===== config.mk =====
export PLATFORM = sky130hd
export DESIGN_NAME = maj_cmd_expander
export DESIGN_NICKNAME = d
export VERILOG_FILES = /design/src/rtl/mce_pkg.sv /design/src/rtl/mce_decode.sv /design/src/rtl/mce_seq.sv /design/src/rtl/maj_cmd_expander.sv
export SDC_FILE = /design/constraint.sdc
export NUM_CORES = 1
export LEC_CHECK = 0
export BUFFER_PORTS_ARGS = -buffer_cell sky130_fd_sc_hd__buf_2
export CAP_MARGIN = 20
export CELL_PAD_IN_SITES_DETAIL_PLACEMENT = 0
export CELL_PAD_IN_SITES_GLOBAL_PLACEMENT = 1
export CORE_MARGIN = 4
export CORE_UTILIZATION = 43
export CTS_CLUSTER_DIAMETER = 120
export DETAILED_ROUTE_END_ITERATION = 7
export PLACE_DENSITY = 0.85
export SYNTH_ARGS = -nofsm -noshare
export SYNTH_HDL_FRONTEND = slang
export SYNTH_SLANG_ARGS = --single-unit

===== constraint.sdc =====
create_clock -name clk -period 4.88 [get_ports clk]
set_input_delay 0.244 -clock clk [delete_from_list [all_inputs] [get_ports clk]]
set_output_delay 0.244 -clock clk [all_outputs]
set_load 0.05 [all_outputs]

===== src/rtl/mce_pkg.sv =====
package mce_pkg;
  localparam int OP_W = 3;

  typedef enum logic [OP_W-1:0] {
    OP_CLEAR  = 3'd0,
    OP_SET    = 3'd1,
    OP_COPY   = 3'd2,
    OP_INVERT = 3'd3,
    OP_MAJ    = 3'd4
  } macro_op_e;
endpackage


===== src/rtl/mce_decode.sv =====
module mce_decode
  import mce_pkg::*;
#(
  parameter int ADDR_W   = 6,
  parameter int PI_COUNT = 6
) (
  input  logic [OP_W-1:0]   op,
  input  logic [ADDR_W-1:0] src_a,
  input  logic [ADDR_W-1:0] src_b,
  input  logic [ADDR_W-1:0] dst_z,
  output logic [ADDR_W-1:0] s0_a,
  output logic [ADDR_W-1:0] s0_b,
  output logic [ADDR_W-1:0] s1_a,
  output logic [ADDR_W-1:0] s1_b,
  output logic              two_step,
  output logic              reject
);
  localparam logic [ADDR_W-1:0] K0   = ADDR_W'(0);
  localparam logic [ADDR_W-1:0] K1   = ADDR_W'(1);
  localparam int                PROT = 2 + PI_COUNT;

  logic known_op;
  logic dst_locked;

  generate
    if (PROT >= (1 << ADDR_W)) begin : g_all_locked
      assign dst_locked = 1'b1;
    end else begin : g_range
      assign dst_locked = (dst_z < ADDR_W'(PROT));
    end
  endgenerate

  always_comb begin
    s0_a     = K0;
    s0_b     = K1;
    s1_a     = K0;
    s1_b     = K1;
    two_step = 1'b0;
    known_op = 1'b1;
    case (op)
      OP_CLEAR: begin
        s0_a = K0;
        s0_b = K1;
      end
      OP_SET: begin
        s0_a = K1;
        s0_b = K0;
      end
      OP_COPY: begin
        two_step = 1'b1;
        s1_a     = src_a;
        s1_b     = K0;
      end
      OP_INVERT: begin
        two_step = 1'b1;
        s1_a     = K1;
        s1_b     = src_a;
      end
      OP_MAJ: begin
        s0_a = src_a;
        s0_b = src_b;
      end
      default: known_op = 1'b0;
    endcase
    reject = !known_op || dst_locked;
  end
endmodule


===== src/rtl/mce_seq.sv =====
module mce_seq #(
  parameter int ADDR_W = 6,
  parameter int STEPS  = 2
) (
  input  logic              clk,
  input  logic              rst_n,
  input  logic              take,
  input  logic              reject,
  input  logic              two_step,
  input  logic [ADDR_W-1:0] s0_a,
  input  logic [ADDR_W-1:0] s0_b,
  input  logic [ADDR_W-1:0] s1_a,
  input  logic [ADDR_W-1:0] s1_b,
  input  logic [ADDR_W-1:0] dst_z,
  input  logic              out_ready,
  output logic              busy,
  output logic [ADDR_W-1:0] out_a,
  output logic [ADDR_W-1:0] out_b,
  output logic [ADDR_W-1:0] out_z,
  output logic              err_pulse
);
  localparam int IDX_W = (STEPS > 1) ? $clog2(STEPS) : 1;

  logic [ADDR_W-1:0] slot_a [STEPS];
  logic [ADDR_W-1:0] slot_b [STEPS];
  logic [ADDR_W-1:0] slot_z;
  logic [IDX_W-1:0]  idx;
  logic [IDX_W-1:0]  last_idx;

  always_ff @(posedge clk) begin
    if (!rst_n) begin
      busy      <= 1'b0;
      idx       <= '0;
      last_idx  <= '0;
      slot_z    <= '0;
      err_pulse <= 1'b0;
      for (int i = 0; i < STEPS; i++) begin
        slot_a[i] <= '0;
        slot_b[i] <= '0;
      end
    end else begin
      err_pulse <= take && reject;
      if (take && !reject) begin
        busy      <= 1'b1;
        idx       <= '0;
        last_idx  <= two_step ? IDX_W'(1) : IDX_W'(0);
        slot_z    <= dst_z;
        slot_a[0] <= s0_a;
        slot_b[0] <= s0_b;
        slot_a[1] <= s1_a;
        slot_b[1] <= s1_b;
      end else if (busy && out_ready) begin
        if (idx == last_idx) begin
          busy <= 1'b0;
          idx  <= '0;
        end else begin
          idx <= idx + IDX_W'(1);
        end
      end
    end
  end

  assign out_a = slot_a[idx];
  assign out_b = slot_b[idx];
  assign out_z = slot_z;
endmodule


===== src/rtl/maj_cmd_expander.sv =====
module maj_cmd_expander
  import mce_pkg::*;
#(
  parameter int ADDR_W   = 6,
  parameter int PI_COUNT = 6
) (
  input  logic              clk,
  input  logic              rst_n,
  input  logic              cmd_valid,
  output logic              cmd_ready,
  input  logic [OP_W-1:0]   cmd_op,
  input  logic [ADDR_W-1:0] cmd_a,
  input  logic [ADDR_W-1:0] cmd_b,
  input  logic [ADDR_W-1:0] cmd_z,
  output logic              prim_valid,
  input  logic              prim_ready,
  output logic [ADDR_W-1:0] prim_a,
  output logic [ADDR_W-1:0] prim_b,
  output logic [ADDR_W-1:0] prim_z,
  output logic              err_flag
);
  logic [ADDR_W-1:0] d_s0_a, d_s0_b, d_s1_a, d_s1_b;
  logic              d_two, d_reject, busy, take;

  mce_decode #(.ADDR_W(ADDR_W), .PI_COUNT(PI_COUNT)) decode_i (
    .op(cmd_op), .src_a(cmd_a), .src_b(cmd_b), .dst_z(cmd_z),
    .s0_a(d_s0_a), .s0_b(d_s0_b), .s1_a(d_s1_a), .s1_b(d_s1_b),
    .two_step(d_two), .reject(d_reject)
  );

  assign cmd_ready = !busy;
  assign take      = cmd_valid && cmd_ready;

  mce_seq #(.ADDR_W(ADDR_W), .STEPS(2)) seq_i (
    .clk(clk), .rst_n(rst_n), .take(take), .reject(d_reject),
    .two_step(d_two), .s0_a(d_s0_a), .s0_b(d_s0_b),
    .s1_a(d_s1_a), .s1_b(d_s1_b), .dst_z(cmd_z),
    .out_ready(prim_ready), .busy(busy),
    .out_a(prim_a), .out_b(prim_b), .out_z(prim_z),
    .err_pulse(err_flag)
  );

  assign prim_valid = busy;
endmodule


==> qor.csv <==
stage,metric,value,unit
timing,Setup TNS,0,ns
routing,final WL,3010,µm
synthesis,sequential share of the synthesized area,57.0,%
clock_tree,H-tree depth,2,
synthesis,area share of the largest cell type after synthesis,43.6,%
die,Core Box Area,3690,µm²
global_route,gr usage total,13.2,%
synthesis,Synth area leaders,"edfxtp_1, dfxtp_1, mux2_2",
clock_tree,Clock Pin Slew Worst Setup and Hold Paths,0.07,ns
die,# IOs,46,
hold_path,hold depth,3,
timing,fin. max-slew vios,0,
flow_run,max cap viols,0,
critical_path,Crit Path Class,reg2reg,
routing,number of antenna-violating nets in the routed design,0,
timing,Layout Skew,0.00868,ns
pwr,worst vdd ir,274,µV
clock_tree,CTS Buffer Depth,2,
die,area of the die,4900,µm²
timing,Worst-Margin Slew,0.930,ns
clock_tree,post-CTS setup buffer count,0,
critical_path,Worst EP arrival,1.72,ns
timing,Fmax,550,MHz
placement,Placed Area,1900,µm²
critical_path,Crit path required time,4.78,ns
synthesis,synthesized cell area,1650,µm²
critical_path,CP endpoint kind,flop,
critical_path,Worst setup SP type,flop,
synthesis,top cell type by total area after synthesis,edfxtp_1,
cells_and_area,fraction of final layout cells sized beyond drive strength 1,42.2,%
synthesis,Synth cell types,32,
placement,Routability Congestion,0.750,
synthesis,largest family of logic cells by synthesized area,simple AND/OR/NAND/NOR gates,
routing,via/cell ratio,4.94,
critical_path,crit path max fanout,24,
cells_and_area,Finished Cell Area,1990,µm²
timing,final hold vios,0,
timing,final worst-path cycle share,37.3,%
cells_and_area,ant diodes,0,
die,die width,70.0,µm
routing,# DRC,0,
global_route,largest net degree at the start of global routing,25,
synthesis,Yosys warning total,0,
die,chip height,70.0,µm
synthesis,post-synthesis simple-gate area fraction,19.8,%
outcome,status,"finished, final reports clean",
clock_tree,Post-CTS Resized,0,
clock_tree,Num CTS Buffers,5,
timing,setup violators final,0,
cells_and_area,Area growth syn-to-layout,20.5,%
synthesis,Adder-Cell Fraction of Synth Area,0.758,%
synthesis,mux cell area share after synthesis,12.5,%
clock_tree,root buf cell,clkbuf_8,
routing,Initial DRC Count,78,
hold_path,worst hold-check path type,in2reg,
routing,via count,1126,
pwr,pwr/cell area,324,nW/µm²
timing,RSZ-0062 raised after global routing,no,
cells_and_area,fillers,345,
die,initial core utilization,44.8,%
placement,dpl hpwl,2280,µm
global_route,initial antenna violation count,0,
synthesis,Mapped Cells,132,
synthesis,synthesis-stage register bit count,35,
critical_path,R2R depth,3,
timing,Slew HR,37.8,%
cells_and_area,end-of-flow core utilization,53.9,%
placement,number of port buffers,45,
cells_and_area,Layout Nets,205,
timing,crit path time final,1.82,ns
global_route,number of global-route vias before repair,1177,
clock_tree,CTS tree,yes,
die,row cnt,22,
global_route,grt total ovfl,0,
clock_tree,clk sink count,35,
routing,routed len/inst,13.2,µm
pwr,Pleak,0.890,nW
global_route,first-pass GRT wire length,5230,µm
synthesis,Synth Area in XOR/XNOR,0,%
synthesis,post-synthesis compound-gate area fraction,5.76,%
synthesis,syn nets,158,
clock_tree,worst skew pair latency,0.28,ns
synthesis,Avg Synthesized Cell Area,12.5,µm²
routing,TritonRoute pass-1 iters,4,
clock_tree,Hold Buf Count CTS,0,
==> power breakdown <==
group	internal, W	switching [W]	total (W)
combinational	0.0000303	0.0000755	0.000106
clock	0.0000996	0.000100	0.000200
sequential	0.000335	0.00000534	0.000340
==> logic make-up after synthesis <==
| logic type | Yosys count |
|---|---|
| compound gates | 10 |
| fa+ha+maj | 1 |
| buf+inv | 15 |
| flops | 35 |
| mux | 19 |
| simple gates | 52 |
==> worst paths after layout <==
| path | startpoint | end | slack (ns) |
|---|---|---|---|
| worst max-delay path | seq_i.busy$_SDFFE_PN0P_ | seq_i.slot_b[1][4]$_SDFFCE_PN0P_ | 3.06 |
| worst max register to register | seq_i.busy$_SDFFE_PN0P_ | seq_i.slot_b[1][4]$_SDFFCE_PN0P_ | 3.06 |
| worst min-delay path | cmd_z[2] | seq_i.out_z[2]$_SDFFE_PN0P_ | 0.20 |
| worst min register to register | seq_i.out_z[2]$_SDFFE_PN0P_ | seq_i.out_z[2]$_SDFFE_PN0P_ | 0.46 |
==> cell type report <==
| class | count | area (µm²) | area share (%) |
|---|---|---|---|
| tap | 48 | 60.1 | 3.02 |
| inverter | 10 | 37.5 | 1.89 |
| clock buffer | 6 | 72.6 | 3.65 |
| clock inverter | 2 | 12.5 | 0.629 |
| multi-input combinational | 82 | 641 | 32.2 |
| timing repair buffer | 45 | 225 | 11.3 |
| sequential | 35 | 941 | 47.3 |
==> cells in the mapped netlist, drive strengths merged <==
library cell and n:
edfxtp 24, nand2 18, mux2 13, nor3 13, dfxtp 11, inv 10, and3 9, mux2i 6
buf 4, a21oi 3, nand2b 3, a21boi 2, o21ai 2, a2111oi 1, a31o 1, and3b 1
clkbuf 1, ha 1, nand3 1, nand3b 1, nand4 1, nand4b 1, nor2 1, nor2b 1
nor4 1, o21a 1, or3 1
==> state kept, by name, indices dropped and copies added (netlist names), named ones only <==
register         flops
seq_i.slot_b        12
seq_i.err_pulse      1
seq_i.slot_a        12
seq_i.idx            1
seq_i.busy           1
seq_i.out_z          6
seq_i.last_idx       1
==> worst max-delay path: stages, from the launching register on <==
cell and delay [ns]:
dfxtp_1 0.35, inv_1 0.12, nand4_4 0.19, nand2_1 0.76
==> layer usage <==
layer	up-vias	GRT usage [%]	routed length, µm
li1	566	-	-
met1	525	15.2	1250
met2	35	23.2	1530
met3	0	5.61	238
met4	0	1.91	0
met5	-	0	0
==> through the flow <==
step / std cells / setup WS [ns] / hold WS [ns] / total power (W)
2_1_floorplan: 132 / 2.67 / 0.383 / 0.000422
3_3_place_gp: 220 / 2.87 / 0.449 / 0.000451
3_5_place_dp: 220 / 2.80 / 0.454 / 0.000454
4_1_cts: 228 / 3.02 / 0.200 / 0.000650
5_1_grt: 228 / 2.89 / 0.209 / 0.000677
6_report: 228 / 3.06 / 0.205 / 0.000645
==> layout by cell type (no fill, tap or decap) <==
master / Yosys / layout
buf_2: 2 / 45
edfxtp_1: 24 / 24
nand2_1: 18 / 18
mux2_2: 13 / 13
dfxtp_1: 11 / 11
nor3_1: 10 / 10
inv_1: 9 / 9
and3_1: 9 / 9
mux2i_1: 6 / 6
clkbuf_8: 0 / 5
nor3_2: 3 / 3
nand2b_1: 3 / 3
a21oi_1: 3 / 3
a21boi_1: 2 / 2
o21ai_4: 1 / 1
or3_4: 1 / 1
nand4_4: 1 / 1
nand3b_2: 1 / 1
a2111oi_4: 1 / 1
nor2b_1: 1 / 1
and3b_1: 1 / 1
nand4b_2: 1 / 1
inv_2: 1 / 1
o21ai_1: 1 / 1
nand3_1: 1 / 1
nor4_4: 1 / 1
o21a_1: 1 / 1
nor2_1: 1 / 1
a31o_1: 1 / 1
ha_1: 1 / 1
clkinvlp_4: 0 / 1
clkinv_2: 0 / 1
clkbuf_1: 1 / 1
No activity file was read; power rests on OpenSTA's default activity.
